File: src/rtl/fsgen_pkg.sv
package fsgen_pkg;

   localparam int REG_W        = 32;
   // generator register fields
   localparam int PER_LSB      = 16;
   localparam int PER_BITS     = 12;
   localparam int WID_LSB      = 8;
   localparam int WID_BITS     = 8;
   localparam int CONT_BIT     = 28;
   // control register fields
   localparam int GEN_EN_BIT   = 22;
   localparam int FS_EN_BIT    = 23;
   // pin-control register fields
   localparam int TXPOL_BIT    = 0;
   localparam int RXPOL_BIT    = 1;
   localparam int BCLK_INT_BIT = 4;
   localparam int TXFS_INT_BIT = 5;
   localparam int RXFS_INT_BIT = 6;

   typedef enum logic [1:0] {
      SEL_GEN  = 2'd0,
      SEL_CTRL = 2'd1,
      SEL_PIN  = 2'd2,
      SEL_NONE = 2'd3
   } reg_sel_e;

   typedef struct packed {
      logic [PER_BITS-1:0] period;
      logic [WID_BITS-1:0] width;
      logic                cont;
   } gen_cfg_t;

   typedef struct packed {
      logic gen_en;
      logic fs_en;
   } run_ctl_t;

   typedef struct packed {
      logic tx_pol;
      logic rx_pol;
      logic bclk_int;
      logic tx_int;
      logic rx_int;
   } pin_cfg_t;

endpackage

File: src/rtl/fsgen_regs.sv
module fsgen_regs
   import fsgen_pkg::*;
#(
   parameter int DEF_PERIOD = 31,
   parameter int DEF_WIDTH  = 15,
   parameter bit DEF_CONT   = 1'b1
) (
   input  logic             clk,
   input  logic             rst_n,
   input  logic             we,
   input  logic [1:0]       sel,
   input  logic [REG_W-1:0] wdata,
   output gen_cfg_t         gen,
   output run_ctl_t         ctl,
   output pin_cfg_t         pin
);

   always_ff @(posedge clk) begin
      if (!rst_n) begin
         gen.period <= PER_BITS'(DEF_PERIOD);
         gen.width  <= WID_BITS'(DEF_WIDTH);
         gen.cont   <= DEF_CONT;
         ctl        <= '0;
         pin        <= '0;
      end else if (we) begin
         case (reg_sel_e'(sel))
            SEL_GEN: begin
               gen.period <= wdata[PER_LSB +: PER_BITS];
               gen.width  <= wdata[WID_LSB +: WID_BITS];
               gen.cont   <= wdata[CONT_BIT];
            end
            SEL_CTRL: begin
               ctl.gen_en <= wdata[GEN_EN_BIT];
               ctl.fs_en  <= wdata[FS_EN_BIT];
            end
            SEL_PIN: begin
               pin.tx_pol   <= wdata[TXPOL_BIT];
               pin.rx_pol   <= wdata[RXPOL_BIT];
               pin.bclk_int <= wdata[BCLK_INT_BIT];
               pin.tx_int   <= wdata[TXFS_INT_BIT];
               pin.rx_int   <= wdata[RXFS_INT_BIT];
            end
            default: ;
         endcase
      end
   end


   ctrl_clr_chk: assert property (@(posedge clk) disable iff (!rst_n)
      (we && sel == SEL_CTRL && !wdata[GEN_EN_BIT]) |=> !ctl.gen_en);


   no_sel_chk: assert property (@(posedge clk) disable iff (!rst_n)
      (we && sel == SEL_NONE) |=> ($stable(gen) && $stable(ctl) && $stable(pin)));

endmodule

File: src/rtl/fsgen_engine.sv
module fsgen_engine
   import fsgen_pkg::*;
(
   input  logic     clk,
   input  logic     rst_n,
   input  logic     tick,
   input  logic     xfer_evt,
   input  gen_cfg_t cfg,
   input  run_ctl_t ctl,
   output logic     gen_active
);

   localparam int CW = PER_BITS;

   logic [CW-1:0] cnt;
   logic          run;
   logic          pend;
   logic          en;
   logic          wrap;
   logic [CW-1:0] width_ext;

   assign en        = ctl.gen_en & ctl.fs_en;
   assign width_ext = CW'(cfg.width);
   assign wrap      = (cnt >= cfg.period);

   always_ff @(posedge clk) begin
      if (!rst_n) begin
         cnt  <= '0;
         run  <= 1'b0;
         pend <= 1'b0;
      end else if (tick) begin
         if (!en) begin
            cnt  <= '0;
            run  <= 1'b0;
            pend <= 1'b0;
         end else if (!run) begin
            if (cfg.cont || pend) begin
               run <= 1'b1;
               cnt <= '0;
            end
            pend <= xfer_evt;
         end else if (wrap) begin
            cnt  <= '0;
            run  <= cfg.cont | pend;
            pend <= xfer_evt;
         end else begin
            cnt <= cnt + 1'b1;
            if (xfer_evt) pend <= 1'b1;
         end
      end else if (xfer_evt && en) begin
         pend <= 1'b1;
      end
   end

   assign gen_active = run && (cnt <= width_ext);


   dis_idle_chk: assert property (@(posedge clk) disable iff (!rst_n)
      (tick && !en) |=> !gen_active);


   wrap_zero_chk: assert property (@(posedge clk) disable iff (!rst_n)
      (tick && en && run && wrap) |=> (cnt == '0));


   cont_run_chk: assert property (@(posedge clk) disable iff (!rst_n)
      (tick && en && cfg.cont) |=> run);


   hold_chk: assert property (@(posedge clk) disable iff (!rst_n)
      (!tick && !$isunknown(cnt)) |=> $stable(cnt));

endmodule

File: src/rtl/fsgen_outsel.sv
module fsgen_outsel #(
   parameter bit OUT_REG = 1'b0
) (
   input  logic clk,
   input  logic rst_n,
   input  logic gen_active,
   input  logic pol,
   input  logic int_sel,
   input  logic ext_fs,
   output logic fs
);

   logic pick;

   assign pick = int_sel ? (gen_active ^ pol) : ext_fs;

   generate
      if (OUT_REG) begin : g_reg
         always_ff @(posedge clk) begin
            if (!rst_n) fs <= 1'b0;
            else        fs <= pick;
         end
      end else begin : g_comb
         assign fs = pick;
      end
   endgenerate

endmodule

File: src/rtl/frame_sync_gen.sv
module frame_sync_gen
   import fsgen_pkg::*;
#(
   parameter int DEF_PERIOD = 31,
   parameter int DEF_WIDTH  = 15,
   parameter bit DEF_CONT   = 1'b1,
   parameter bit OUT_REG    = 1'b0
) (
   input  logic             clk,
   input  logic             rst_n,
   input  logic             cfg_we,
   input  logic [1:0]       cfg_sel,
   input  logic [REG_W-1:0] cfg_wdata,
   input  logic             int_bclk_tick,
   input  logic             ext_bclk_tick,
   input  logic             xfer_evt,
   input  logic             ext_tx_fs,
   input  logic             ext_rx_fs,
   output logic             tx_fs,
   output logic             rx_fs
);

   localparam int NDIR = 2;

   generate
      if (DEF_PERIOD < 0 || DEF_PERIOD >= (1 << PER_BITS)) begin : g_bad_period
         $error("DEF_PERIOD does not fit the period field");
      end
      if (DEF_WIDTH < 0 || DEF_WIDTH >= (1 << WID_BITS)) begin : g_bad_width
         $error("DEF_WIDTH does not fit the width field");
      end
      if (WID_BITS > PER_BITS) begin : g_bad_fields
         $error("width field wider than period field");
      end
   endgenerate

   gen_cfg_t gen;
   run_ctl_t ctl;
   pin_cfg_t pin;
   logic     tick;
   logic     gen_active;

   logic [NDIR-1:0] pol_v;
   logic [NDIR-1:0] int_v;
   logic [NDIR-1:0] ext_v;
   logic [NDIR-1:0] fs_v;

   fsgen_regs #(
      .DEF_PERIOD (DEF_PERIOD),
      .DEF_WIDTH  (DEF_WIDTH),
      .DEF_CONT   (DEF_CONT)
   ) u_regs (
      .clk   (clk),
      .rst_n (rst_n),
      .we    (cfg_we),
      .sel   (cfg_sel),
      .wdata (cfg_wdata),
      .gen   (gen),
      .ctl   (ctl),
      .pin   (pin)
   );

   assign tick = pin.bclk_int ? int_bclk_tick : ext_bclk_tick;

   fsgen_engine u_engine (
      .clk        (clk),
      .rst_n      (rst_n),
      .tick       (tick),
      .xfer_evt   (xfer_evt),
      .cfg        (gen),
      .ctl        (ctl),
      .gen_active (gen_active)
   );

   assign pol_v = {pin.rx_pol, pin.tx_pol};
   assign int_v = {pin.rx_int, pin.tx_int};
   assign ext_v = {ext_rx_fs, ext_tx_fs};

   generate
      for (genvar d = 0; d < NDIR; d++) begin : g_dir
         fsgen_outsel #(.OUT_REG(OUT_REG)) u_out (
            .clk        (clk),
            .rst_n      (rst_n),
            .gen_active (gen_active),
            .pol        (pol_v[d]),
            .int_sel    (int_v[d]),
            .ext_fs     (ext_v[d]),
            .fs         (fs_v[d])
         );
      end
   endgenerate

   assign tx_fs = fs_v[0];
   assign rx_fs = fs_v[1];


   full_frame_chk: assert property (@(posedge clk) disable iff (!rst_n)
      (tick && ctl.gen_en && ctl.fs_en && gen.cont && gen.width >= gen.period)
      |=> (!pin.tx_int || OUT_REG || tx_fs == !pin.tx_pol));

endmodule

File: config.mk
export PLATFORM = sky130hd
export DESIGN_NAME = frame_sync_gen
export DESIGN_NICKNAME = d
export VERILOG_FILES = /design/src/rtl/fsgen_pkg.sv /design/src/rtl/fsgen_regs.sv /design/src/rtl/fsgen_engine.sv /design/src/rtl/fsgen_outsel.sv /design/src/rtl/frame_sync_gen.sv
export SDC_FILE = /design/constraint.sdc
export NUM_CORES = 1
export LEC_CHECK = 0
export BUFFER_PORTS_ARGS = -buffer_cell sky130_fd_sc_hd__buf_4
export CORE_ASPECT_RATIO = 1.4
export CORE_UTILIZATION = 60
export DETAILED_ROUTE_END_ITERATION = 16
export GPL_TIMING_DRIVEN = 1
export PLACE_DENSITY = 0.85
export SLEW_MARGIN = 25
export SYNTH_ARGS = -nofsm -noshare
export SYNTH_HDL_FRONTEND = slang
export SYNTH_HIERARCHICAL = 1
export SYNTH_SLANG_ARGS = --single-unit
File: constraint.sdc
create_clock -name clk -period 3.9 [get_ports clk]
set_input_delay 0.195 -clock clk [delete_from_list [all_inputs] [get_ports clk]]
set_output_delay 0.195 -clock clk [all_outputs]
set_load 0.01 [all_outputs]
After elaboration in Yosys (flattened, before gate mapping)
Index checks and enable logic that the tools add are counted.
{"block": "word_totals", "ff_bits": 42, "output_inout_bits": 2, "memories": 0, "latchBits": 0, "mem_bits_rw": 0, "inputBits": 42, "romBits": 0, "wordCells": 51}
{"block": "op_classes", "eq_ne": 4, "bitwise": 4, "shift": 0, "n_reduce_logical": 10, "n_lt_le_gt_ge": 2, "multipliers": 0, "add_sub_neg": 1, "muxes": 17, "div_mod_pow": 0}
{"operator": "two-way mux 12 bit", "count": 4}
{"operator": "two-way mux 1 bit", "count": 13}
{"operator": "adder 12 x 1 -> 12 bit (second input constant)", "count": 1}
{"operator": "greater-or-equal comparator 12 bit", "count": 1}
{"operator": "<= comparator 12 x 8 -> 1 bit", "count": 1}
{"operator": "AND reduction 2 bit", "count": 5}
{"operator": "inequality test 5 bit (second input constant)", "count": 1}
{"operator": "inequality test 3 x 2 -> 1 bit (second input constant)", "count": 1}
{"operator": "== test 2 x 1 -> 1 bit (second input constant)", "count": 1}
{"operator": "== test 2 bit (second input constant)", "count": 1}
{"operator": "logical AND 1 bit", "count": 2}
{"operator": "logical NOT 2 bit", "count": 1}
{"operator": "nonzero test 2 bit", "count": 1}
{"operator": "XOR 1 bit", "count": 2}
{"operator": "bitwise AND 1 bit", "count": 1}
{"operator": "logical OR 1 bit", "count": 1}
{"operator": "bitwise OR 1 bit", "count": 1}

Longest topological paths before layout
{"block": "depth", "word_depth": 5, "mapped_depth": 10, "depth_no_buf": 10}

Hierarchy
Netlist, hierarchy kept.
{"module": "fsgen_engine", "cells_each": 164, "seq_area_each_um2": 280.3, "area_each_um2": 1262.5, "n_inst": 1}
{"module": "fsgen_regs", "cells_each": 124, "seq_area_each_um2": 560.5, "area_each_um2": 1191.1, "n_inst": 1}
{"module": "fsgen_outsel", "cells_each": 3, "seq_area_each_um2": 0.0, "area_each_um2": 17.5, "n_inst": 2}
{"module": "frame_sync_gen", "cells_each": 1, "seq_area_each_um2": 0.0, "area_each_um2": 15.0, "n_inst": 1}

Worst setup path before layout
Ideal clock, no wire load.
{"block": "synth_timing", "kind": "flip-flop to output port", "start": "register u_engine.cnt[3]", "end": "output rx_fs", "path_stages_with_launch": 10, "arrival_time_ns": 2.075, "path_slack_ns": 1.630, "cell_sequence": "dfxtp_1 > ha_1 > a21o_1 > a21oi_1 > nor2b_1 > o31ai_1 > a21oi_1 > nor4_1 > xnor2_1 > a21oi_1"}
{"block": "synth_between", "elab_chain_cells": 4}
{"element": "from (decl)", "line_no": "fsgen_engine.sv:15", "text": "logic [CW-1:0] cnt;"}
{"element": "from (signal assigned)", "line_no": "fsgen_engine.sv:47", "text": "cnt <= cnt + 1'b1;"}
{"element": "<= comparator 12 x 8 -> 1 bit", "line_no": "fsgen_engine.sv:55", "text": "assign gen_active = run && (cnt <= width_ext);"}
{"element": "logical AND 1 bit", "line_no": "fsgen_engine.sv:55"}
{"element": "via gen_active", "line_no": "frame_sync_gen.sv:41", "text": "logic gen_active;"}
{"element": "XOR 1 bit", "line_no": "fsgen_outsel.sv:15", "text": "assign pick = int_sel ? (gen_active ^ pol) : ext_fs;"}
{"element": "two-way mux 1 bit", "line_no": "fsgen_outsel.sv:15"}
{"element": "to (decl)", "line_no": "frame_sync_gen.sv:20", "text": "output logic rx_fs"}
The timed path passes the listed nets, and every way through them passes these cells.

Worst setup path after layout
{"block": "layout_timing", "start": "register u_engine.cnt[3]", "end": "output tx_fs"}
{"block": "layout_between", "elab_chain_cells": 4}
{"element": "<= comparator 12 x 8 -> 1 bit", "line_no": "fsgen_engine.sv:55"}
{"element": "logical AND 1 bit", "line_no": "fsgen_engine.sv:55"}
{"element": "via gen_active", "line_no": "frame_sync_gen.sv:41"}
{"element": "XOR 1 bit", "line_no": "fsgen_outsel.sv:15"}
{"element": "two-way mux 1 bit", "line_no": "fsgen_outsel.sv:15"}
{"element": "to (decl)", "line_no": "frame_sync_gen.sv:19", "text": "output logic tx_fs,"}
The timed path passes the listed nets, and every way through them passes these cells.

==> impl_metrics.yaml <==
critical_path:
  timing.critical_path.required_ns: 3.70
  critPathMostFrequentCell: "sky130_fd_sc_hd__a21oi_1"
  critical-path-max-stage-delay_ns: 0.65
  timing.critical_path.slowest_stage_cell: "sky130_fd_sc_hd__nor4_1"
  worstSetupPathType: "reg -> out"
  worst_ep_arrival_time_ns: 2.93
  crit_path_end_kind: "output port"
  crit_path_cell_trace: "ha_1 -> a21o_1 -> a21oi_1 -> nor2b_1 -> o31ai_1 -> a21oi_1 -> nor4_1 -> xnor2_1 -> a21oi_1 -> buf_4"
  cp_max_fo: 9
  critPathLaunchType: "flip-flop"
synth:
  syn-num-nets: 358
  asyncSetResetFlopFracSynth: 0
  synthDominantAreaCellType: "sky130_fd_sc_hd__dfxtp_1"
  synthDominantCellAreaShare: 0.336
  synth_area_leaders: "sky130_fd_sc_hd__dfxtp_1 34%, sky130_fd_sc_hd__ha_1 10%, sky130_fd_sc_hd__nand2_1 7.6%"
  synthDistinctLibCells: 47
  synth_cells: 295
  yosys_warnings: 6
  post_synth.cell_area_avg_um2: 8.49
  synth-seq-area-share: 0.336
  postSynthRegisterBits: 42
  edff_count_synth: 0
  synth.cell_area_um2: 2500
  synthFlopType: "sky130_fd_sc_hd__dfxtp_1"
sta:
  finClkSkew_ns: 0.00630
  grt_setup_unrepaired: "no"
  report.final.slew_viol_count: 0
  finalCritPeriodShare: 0.802
  setup_viol: 0
  fin_worst_hold_slack_ns: 0.148
  post_route_minimum_period_ns: 3.13
  hold_violations: 0
  fmax_mhz: 320
  worstMarginPinSlew_ns: 0.770
  max_slew_headroom: 0.482
  final.setup.tns_ns: 0
global_route:
  grt_pass1_vias: 2101
  first_pass_grt_wire_length_mm: 8.63
  grt_max_degree: 52
  grt.total_usage: 0.246
  grt-ovfl-total: 0
  grt_antenna_before_repair: 0
pwr:
  share_seq_of_total_power: 0.458
  power_switching_share: 0.216
  combinational_share_of_power: 0.107
  power-per-cell-area_nw_per_um2: 335
  peak_supply_drop_mv: 0.409
  internal-power_uw: 768
  power.net_switching_uw: 211
  cellLeakagePower_nw: 1.31
  power.share.clock: 0.435
clocking:
  numClockSinks: 42
  cts_post_setup_buffers_inserted: 0
  cts_buffers: 5
  clockRootBuffer: "sky130_fd_sc_hd__clkbuf_8"
  clk_latency_ns: 0.30
  cts-htree-levels: 2
  clk_pin_slew_ns: 0.08
  cts_resized: 0
  cts_hold_buf: 0
  cts.path.max_buffers: 2
  tritoncts: "yes"
drt:
  detail_route.wirelength_mm: 5.23
  antenna_violating_nets_post_route: 0
  num_vias: 2195
  detail_route.vias_per_cell: 5.92
  drtPass1Iterations: 4
  drt-initial-drc-count: 68
  drt-wirelength-per-cell_um: 14.1
  route.detailed.drc: 0
finish:
  most-common-layout-cells: "51 x sky130_fd_sc_hd__nand2_1, 42 x sky130_fd_sc_hd__dfxtp_1, 38 x sky130_fd_sc_hd__buf_4"
  number_of_nets_in_the_layout: 390
  drive_above_1_share: 0.168
  utilization: 0.740
  area.growth.synth_to_final_pct: 16.9
  leading_cell_type_in_the_layout_fill_and_taps_excluded: "sky130_fd_sc_hd__nand2_1"
  diodes: 0
placement:
  globalplace.congestion: 0.779
  dpl.hpwl_mm: 3.72
  io_buffers: 37
run:
  timing.max_cap.violations: 0
floorplan:
  chipHeight_um: 78.4
  design.core.area_um2: 3950
  die_area_um2: 4440
  floorplan.die.width_um: 56.6
  top_level_ports: 44
  initial_util: 0.633
  site_rows: 27
outcome:
  run_status: "finished, final reports clean"
worst_hold_path:
  worst_hold_path_type: "in -> reg"
## area by class of cell
type,count,area [µm²]
multi-input combinational,204,1460
clock inverter,2,60.1
inverter,35,131
sequential,42,841
clock buffer,6,82.6
tap,43,53.8
fill,283,1030
timing repair buffer,39,300
## metrics by stage
stage / power, mW / worst slack [ns] / cell area (µm²) / cells
floorplan: 0.519 / 1.63 / 2500 / 295
global placement: 0.558 / 1.14 / 2770 / 362
detailed placement: 0.562 / 1.08 / 2770 / 362
CTS: 0.985 / 0.743 / 2910 / 370
global route: 1.01 / 0.614 / 2930 / 371
finish: 0.979 / 0.771 / 2930 / 371
## cells in the mapped netlist, drive strengths merged, types with 2 or more instances
| master | instances |
|---|---|
| a21o | 3 |
| a21oi | 14 |
| a31oi | 4 |
| and3 | 4 |
| and4 | 2 |
| buf | 10 |
| clkbuf | 4 |
| dfxtp | 42 |
| ha | 21 |
| inv | 34 |
| mux2i | 18 |
| nand2 | 51 |
| nand3 | 10 |
| nand4 | 5 |
| nand4bb | 10 |
| nor2 | 7 |
| nor2b | 4 |
| nor3 | 2 |
| nor3b | 2 |
| nor4 | 3 |
| o211ai | 12 |
| o21a | 3 |
| o21ai | 7 |
| o31ai | 2 |
| or3 | 2 |
| or4 | 3 |
| xnor2 | 3 |
## critical path: cells and delay by family (launching register included)
kind            cells  cell delay [ns]
xor+xnor            1             0.13
fa+ha+maj           1             0.31
flops               1             0.52
compound gates      5             0.83
buf+inv             1             0.14
simple gates        2             0.71
## logic make-up after synthesis
logic type,count (synthesis),synth area share
AOI/OAI and AO/OA,51,0.142
xor gates and xnor gates,4,0.0140
adders and majority gates,21,0.105
buffers and inverters,49,0.0850
DFF,42,0.336
muxes,19,0.0780
and+or+nand+nor,109,0.240
## power by group through the flow
stage / Sequential [mW] / Combinational [mW] / Clock (mW)
final: 0.449 / 0.105 / 0.426
after global routing: 0.451 / 0.115 / 0.447
after CTS: 0.449 / 0.104 / 0.432
after detailed placement: 0.459 / 0.103 / 0
after global placement: 0.458 / 0.0998 / 0
after floorplan: 0.456 / 0.0628 / 0
## flip-flops by register name, summed over array words and instances, names as in the netlist
register / count
u_regs/gen: 21
u_engine/cnt: 12
u_regs/pin: 5
u_regs/ctl: 2
u_engine/pend: 1
u_engine/run: 1
## worst paths after layout
path                        start          endpoint  slack, ns  cells past startpoint
setup / recovery  u_engine/cnt[3]             tx_fs       0.77                     10
hold / removal           xfer_evt     u_engine/pend       0.15                      2
setup reg to reg  u_engine/cnt[2]  u_engine/cnt[11]       1.23                      7
hold reg to reg     u_regs/gen[7]     u_regs/gen[7]       0.47                      2
## metal layers
metal,share of wire,GRT usage,up-vias
li1,-,-,1095
met1,0.42,0.260,1026
met2,0.53,0.459,62
met3,0.035,0.0412,12
met4,0.019,0.120,0
met5,0,0,-
Power figures use the tool's default switching activity.
